**config.mk**
```make
export PLATFORM = sky130hd
export DESIGN_NAME = bscan_chain
export DESIGN_NICKNAME = d
export VERILOG_FILES = /design/src/rtl/bscan_pkg.sv /design/src/rtl/bscan_cell.sv /design/src/rtl/bscan_bypass.sv /design/src/rtl/bscan_pinmux.sv /design/src/rtl/bscan_chain.sv
export SDC_FILE = /design/constraint.sdc
export NUM_CORES = 1
export LEC_CHECK = 0
export ABC_AREA = 1
export BUFFER_PORTS_ARGS = -buffer_cell sky130_fd_sc_hd__buf_2
export CAP_MARGIN = 20
export CORE_UTILIZATION = 59
export CTS_BUF_LIST = sky130_fd_sc_hd__clkbuf_8
export DETAILED_ROUTE_END_ITERATION = 7
export PLACE_DENSITY = 0.84
export RECOVER_POWER = 25
export SETUP_SLACK_MARGIN = 0.05
export SYNTH_ARGS = -nofsm -noshare
export SYNTH_HDL_FRONTEND = slang
export SYNTH_HIERARCHICAL = 1
export SYNTH_SLANG_ARGS = --single-unit
```
**constraint.sdc**
```tcl
create_clock -name tck -period 1.7 [get_ports tck]
set_input_delay 0.34 -clock tck [delete_from_list [all_inputs] [get_ports tck]]
set_output_delay 0.34 -clock tck [all_outputs]
set_load 0.02 [all_outputs]
```
**src/rtl/bscan_pkg.sv**
```systemverilog
package bscan_pkg;

  localparam logic [2:0] BS_FUNC   = 3'd0;
  localparam logic [2:0] BS_SAMPLE = 3'd1;
  localparam logic [2:0] BS_EXTEST = 3'd2;
  localparam logic [2:0] BS_INTEST = 3'd3;
  localparam logic [2:0] BS_CLAMP  = 3'd4;
  localparam logic [2:0] BS_HIGHZ  = 3'd5;

  // chain sits between tdi and scan_out
  function automatic logic chain_on(input logic [2:0] m);
    return (m == BS_SAMPLE) || (m == BS_EXTEST) || (m == BS_INTEST);
  endfunction

  // output pins and shared enable come from the update latches
  function automatic logic pins_from_latch(input logic [2:0] m);
    return (m == BS_EXTEST) || (m == BS_INTEST) || (m == BS_CLAMP);
  endfunction

  // core inputs come from the update latches
  function automatic logic core_from_latch(input logic [2:0] m);
    return m == BS_INTEST;
  endfunction

  // all outputs forced to high impedance
  function automatic logic outputs_off(input logic [2:0] m);
    return m == BS_HIGHZ;
  endfunction

endpackage

```
**src/rtl/bscan_cell.sv**
```systemverilog
module bscan_cell (
  input  logic tck,
  input  logic trst_n,
  input  logic en,
  input  logic cap,
  input  logic shf,
  input  logic upd,
  input  logic par_in,
  input  logic ser_in,
  output logic ser_q,
  output logic upd_q
);

  always_ff @(posedge tck or negedge trst_n) begin
    if (!trst_n)          ser_q <= 1'b0;
    else if (en && cap)   ser_q <= par_in;
    else if (en && shf)   ser_q <= ser_in;
  end

  always_ff @(negedge tck or negedge trst_n) begin
    if (!trst_n)          upd_q <= 1'b0;
    else if (en && upd)   upd_q <= ser_q;
  end

endmodule

```
**src/rtl/bscan_bypass.sv**
```systemverilog
module bscan_bypass (
  input  logic tck,
  input  logic trst_n,
  input  logic en,
  input  logic cap,
  input  logic shf,
  input  logic tdi,
  output logic q
);

  always_ff @(posedge tck or negedge trst_n) begin
    if (!trst_n)          q <= 1'b0;
    else if (en && cap)   q <= 1'b0;
    else if (en && shf)   q <= tdi;
  end

endmodule

```
**src/rtl/bscan_pinmux.sv**
```systemverilog
module bscan_pinmux #(
  parameter int N_IN  = 4,
  parameter int N_OUT = 4
) (
  input  logic [2:0]       mode,
  input  logic [N_IN-1:0]  pin_in,
  input  logic [N_IN-1:0]  lat_in,
  input  logic [N_OUT-1:0] core_out,
  input  logic [N_OUT-1:0] lat_out,
  input  logic             core_oe,
  input  logic             lat_oe,
  output logic [N_IN-1:0]  core_in,
  output logic [N_OUT-1:0] pin_out,
  output logic             pin_oe
);
  import bscan_pkg::*;

  logic use_pin_lat, use_core_lat, force_off;

  always_comb begin
    use_pin_lat  = pins_from_latch(mode);
    use_core_lat = core_from_latch(mode);
    force_off    = outputs_off(mode);
    core_in      = use_core_lat ? lat_in  : pin_in;
    pin_out      = use_pin_lat  ? lat_out : core_out;
    if (force_off)        pin_oe = 1'b0;
    else if (use_pin_lat) pin_oe = lat_oe;
    else                  pin_oe = core_oe;
  end

endmodule

```
**src/rtl/bscan_chain.sv**
```systemverilog
module bscan_chain #(
  parameter int N_IN  = 4,
  parameter int N_OUT = 4
) (
  input  logic             tck,
  input  logic             trst_n,
  input  logic [2:0]       mode,
  input  logic             cap_dr,
  input  logic             shift_dr,
  input  logic             upd_dr,
  input  logic             tdi,
  output logic             scan_out,
  input  logic [N_IN-1:0]  pin_in,
  output logic [N_IN-1:0]  core_in,
  input  logic [N_OUT-1:0] core_out,
  output logic [N_OUT-1:0] pin_out,
  input  logic             core_oe,
  output logic             pin_oe
);
  import bscan_pkg::*;

  localparam int L      = N_IN + N_OUT + 1;
  localparam int OUT_LO = N_IN;
  localparam int CTL    = L - 1;

  logic         chain_sel;
  logic [L-1:0] par_vec;
  logic [L-1:0] chain_q;
  logic [L-1:0] upd_q;
  logic         byp_q;

  assign chain_sel = chain_on(mode);
  assign par_vec   = {core_oe, core_out, pin_in};

  for (genvar i = 0; i < L; i++) begin : g_cell
    logic nxt;
    if (i == L - 1) begin : g_head
      assign nxt = tdi;
    end else begin : g_link
      assign nxt = chain_q[i+1];
    end
    bscan_cell u_cell (
      .tck    (tck),
      .trst_n (trst_n),
      .en     (chain_sel),
      .cap    (cap_dr),
      .shf    (shift_dr),
      .upd    (upd_dr),
      .par_in (par_vec[i]),
      .ser_in (nxt),
      .ser_q  (chain_q[i]),
      .upd_q  (upd_q[i])
    );
  end

  bscan_bypass u_byp (
    .tck    (tck),
    .trst_n (trst_n),
    .en     (!chain_sel),
    .cap    (cap_dr),
    .shf    (shift_dr),
    .tdi    (tdi),
    .q      (byp_q)
  );

  bscan_pinmux #(.N_IN(N_IN), .N_OUT(N_OUT)) u_mux (
    .mode     (mode),
    .pin_in   (pin_in),
    .lat_in   (upd_q[N_IN-1:0]),
    .core_out (core_out),
    .lat_out  (upd_q[CTL-1:OUT_LO]),
    .core_oe  (core_oe),
    .lat_oe   (upd_q[CTL]),
    .core_in  (core_in),
    .pin_out  (pin_out),
    .pin_oe   (pin_oe)
  );

  assign scan_out = chain_sel ? chain_q[0] : byp_q;

endmodule

```
==> results of run 1 <==
[through the flow]
stage,instance area (um^2),cells
after floorplan,1270,189
after global placement,1560,254
after detailed placement,1560,254
[kinds of logic after synthesis]
kind of cell / count (synthesis)
and+or+nand+nor: 152
DFF: 19
AOI/OAI and AO/OA: 5
buffers and inverters: 13
[cell usage after synthesis (all sizes together)]
| library cell | n |
|---|---|
| nand2 | 115 |
| dfrtp | 10 |
| nand4 | 1 |
| nor2 | 1 |
| inv | 13 |
| o21ai | 5 |
| nand3 | 35 |
| dfrtn | 9 |
==> out/metrics.yaml, run 1 <==
outcome:
  status: "stopped before the end"
  haltStage: "clock tree synthesis"
  error: "[ERROR DPL-0038] Utilization greater than 100%, impossible to legalize"
logic_synthesis:
  synth_area_leaders: "nand2_1 33%, dfrtp_1 21%, dfrtn_1 19%"
  synth_cell_types: 10
  ys_seq_elements: 19
  syn_area_um2: 1190
  yosys.area_share.xor_xnor_pct: 0
  yosysTopAreaCell: "nand2_1"
  synth_top_area_share_pct: 33.0
  netlist_instances: 189
  yosys.area_share.simple_pct: 53.7
  avgSynthCellArea_um2: 6.32
  yosys_warnings: 6
  synth-compound-area-share_pct: 2.41
  synthMuxAreaShare_pct: 0
  synth_top_family_by_area: "simple AND/OR/NAND/NOR gates"
  syn-num-nets: 207
  ys_seq_area_share_pct: 39.8
  synthAdderAreaFrac_pct: 0
place:
  preCtsSetupSlack_ns: -0.388
  place.gp.congestion: 0.798
  portBuffers: 27
  hpwl_mm: 2.33
clock_network:
  root_buffer: "clkbuf_8"
  cts_made_buffers: 3
  cts_hold_buf: 1
  post_cts_resized: 40
  cts.path.max_buffers: 2
  clkSinkCount: 19
  cts.htree.levels: 1
  post-cts-setup-buffers: 8
die:
  start_util_pct: 65.6
  dieWidth_um: 47
  std_cell_rows: 15
  die_h_um: 47
  io_pins: 28
==> run 2, diff against run 1 <==
--- a/config.mk
+++ b/config.mk
@@ -8,12 +8,11 @@
 export ABC_AREA = 1
 export BUFFER_PORTS_ARGS = -buffer_cell sky130_fd_sc_hd__buf_2
 export CAP_MARGIN = 20
-export CORE_UTILIZATION = 59
-export CTS_BUF_LIST = sky130_fd_sc_hd__clkbuf_8
+export CORE_AREA = 2 2 63 65
 export DETAILED_ROUTE_END_ITERATION = 7
-export PLACE_DENSITY = 0.84
+export DIE_AREA = 0 0 65 67
+export PLACE_DENSITY_LB_ADDON = 0.15
 export RECOVER_POWER = 25
-export SETUP_SLACK_MARGIN = 0.05
 export SYNTH_ARGS = -nofsm -noshare
 export SYNTH_HDL_FRONTEND = slang
 export SYNTH_HIERARCHICAL = 1
==> run 2 against run 1 <==
Against the previous run:
- the flow now finishes, with violations (negative setup slack)
- synthesized area did not move
- synthesized cell count did not move
==> out/metrics.yaml, run 2 <==
min_path:
  hp-start: "tdi"
  hp-class: "primary input to flop"
die:
  start_util_pct: 33.1
  io_pins: 28
  core_area_um2: 3610
  dieWidth_um: 65
  std_cell_rows: 22
  die_h_um: 67
  die_area_um2: 4360
global_routing:
  grt_pass1_vias: 1324
  grt_pass1_wl_mm: 5.90
  grt_usage_pct: 17.8
  antenna_found_initial: 0
  grt_overflow_total: 0
  grt_start_max_net_pins: 21
critical_path:
  cp_top_family: "flip-flops"
  critPathBufInv: 2
  start_kind: "flop"
  worstPathMaxFanout: 2
  crit_arrival_ns: 1.85
  worstSetupPathType: "flop to primary output"
  crit_chain: "inv_2, o21ai_4, buf_6"
  crit_start: "g_cell[1].u_cell/upd_q$_DFFE_NN0P_"
  critPathCaptureType: "primary output"
  max_stage_delay_ns: 0.43
  cpMaxStageDelayCell: "dfrtn_1"
  reg2reg_from: "g_cell[7].u_cell/ser_q$_DFFE_PN0P_"
  crit_required_ns: 1.36
timing:
  skew_ns: 0.0183
  grt_setup_unrepaired: "true"
  slew_violations: 0
  worst_slew_margin_rel_pct: 67.6
  finalSetupViolations: 19
  setup_slack_ns: -0.487
  worstMarginPinSlew_ns: 0.481
  whs_ns: 0.350
  hold_violations: 0
power:
  vdd_drop_max_mv: 0.409
  leakagePower_uw: 0.00106
  power.density_nw_per_um2: 814
logic_synthesis:
  syn-num-nets: 207
  synth_cell_types: 10
  netlist_instances: 189
  yosysTopAreaCell: "nand2_1"
  synth-async-reset-ratio_pct: 100
  synth_area_leaders: "nand2_1 33%, dfrtp_1 21%, dfrtn_1 19%"
  avgSynthCellArea_um2: 6.32
  synth_edf_count: 0
  post-synth-top-count-cell: "nand2_1"
  yosys_warnings: 6
  synth_top_area_share_pct: 33.0
  ys_seq_area_share_pct: 39.8
  synth_common_cells: "105 x nand2_1, 35 x nand3_1, 13 x inv_1"
  synth_flop_cell: "dfrtp_1"
  syn_area_um2: 1190
  ys_seq_elements: 19
place:
  preCtsSetupSlack_ns: -0.373
  portBuffers: 27
  place_area_um2: 1610
  place.gp.congestion: 0.708
  hpwl_mm: 2.10
final_layout:
  synthToLayoutAreaGrowth_pct: 58.5
  mostFrequentLayoutCell: "nand2_1"
  antenna_cells: 0
  final.fill_count: 375
  design_area_um2: 1890
  final_cell_mix: "97 x nand2_1, 26 x nand3_1, 26 x buf_4"
  finalNetCount: 270
  largestRegisters: "g_cell.u_cell/ser_q x9, g_cell.u_cell/upd_q x9, u_byp/q x1"
  drive_above_1_share_pct: 39.0
clock_network:
  clkSinkCount: 19
  cts_made_buffers: 3
  cts.htree.levels: 1
  cts.path.max_buffers: 2
  clkSlewWorstSetupHoldPaths_ns: 0.08
  tritoncts: "yes"
  clk_latency_ns: 0.27
  root_buffer: "clkbuf_8"
routing:
  detail_route.wl_per_cell_um: 11.1
  vias: 1387
  antenna_left: 0
  vias_per_cell: 4.64
  wl_mm: 3.31
  dr.pass1.iters: 6
  drc_errors: 0
  first_iter_violations: 52
flow_run:
  drv_cap: 0
outcome:
  violations: "negative setup slack"
  status: "finished with violations"
-- run 2: cell counts after synthesis --
No cell type changed its count.
-- run 2: where the power goes --
part | internal [uW] | switching [uW]
logic | 285 | 292
registers | 558 | 82.1
clock network | 167 | 158
total | 1010 | 531
-- run 2: logic make-up after synthesis --
group / count (synthesis) / synth area share (%)
DFF: 19 / 39.8
AOI/OAI and AO/OA: 5 / 2.41
and+or+nand+nor: 152 / 53.7
buffers and inverters: 13 / 4.08
-- run 2: through the flow --
step	total power (uW)	std cells	util [%]	setup TNS (ns)
2_1_floorplan	906	189	-	-6.31
3_3_place_gp	1090	280	44.6	-4.77
3_5_place_dp	1090	280	44.6	-4.92
4_1_cts	1540	297	52.9	-5.37
5_1_grt	1660	299	52.5	-9.32
6_report	1540	299	52.5	-7.90
-- run 2: worst register-to-register path, stage by stage (launching register included) --
cell and delay (ns):
dfrtp_1 0.41, nand3_2 0.08, nand2_1 0.06
-- run 2: timing repair --
action	in CTS	in global routing
resized for setup	32	12
buffers inserted	10	6
gates cloned	2	0
pin swaps	5	9
hold endpoints to repair	1	0
setup endpoints to repair	18	20
hold buffers	1	0
-- run 2: path summary, 6_finish.rpt --
| kind | endpoint | slack [ns] | cells after the start |
|---|---|---|---|
| worst max-delay path | core_in[1] | -0.49 | 3 |
| worst max register to register | g_cell[7].u_cell/upd_q$_DFFE_NN0P_ | 0.16 | 2 |
| worst min-delay path | u_byp/q$_DFFE_PN0P_ | 0.35 | 3 |
| worst min register to register | g_cell[8].u_cell/upd_q$_DFFE_NN0P_ | 0.41 | 2 |
| max in group asynchronous | g_cell[5].u_cell/upd_q$_DFFE_NN0P_ | 0.14 | 2 |
| min in group asynchronous | g_cell[1].u_cell/ser_q$_DFFE_PN0P_ | 0.53 | 2 |
-- run 2: final cells by class --
class	count	area, um^2	share of cell area, %
well taps	48	60.1	3.17
flip-flops and latches	19	475	25.1
repair buffers	58	477	25.2
multi-input cells	157	782	41.3
inverters	13	55.1	2.91
clock buffers	4	45.0	2.38
-- run 2: routing by layer --
metal | up-vias | global-route usage (%) | part of all wire (%)
li1 | 720 | - | -
met1 | 640 | 22.2 | 47
met2 | 25 | 31.7 | 49
met3 | 2 | 2.03 | 3.2
met4 | 0 | 6.38 | 0.57
met5 | - | 0 | 0
Note: power is estimated with default switching activity, not from simulation.
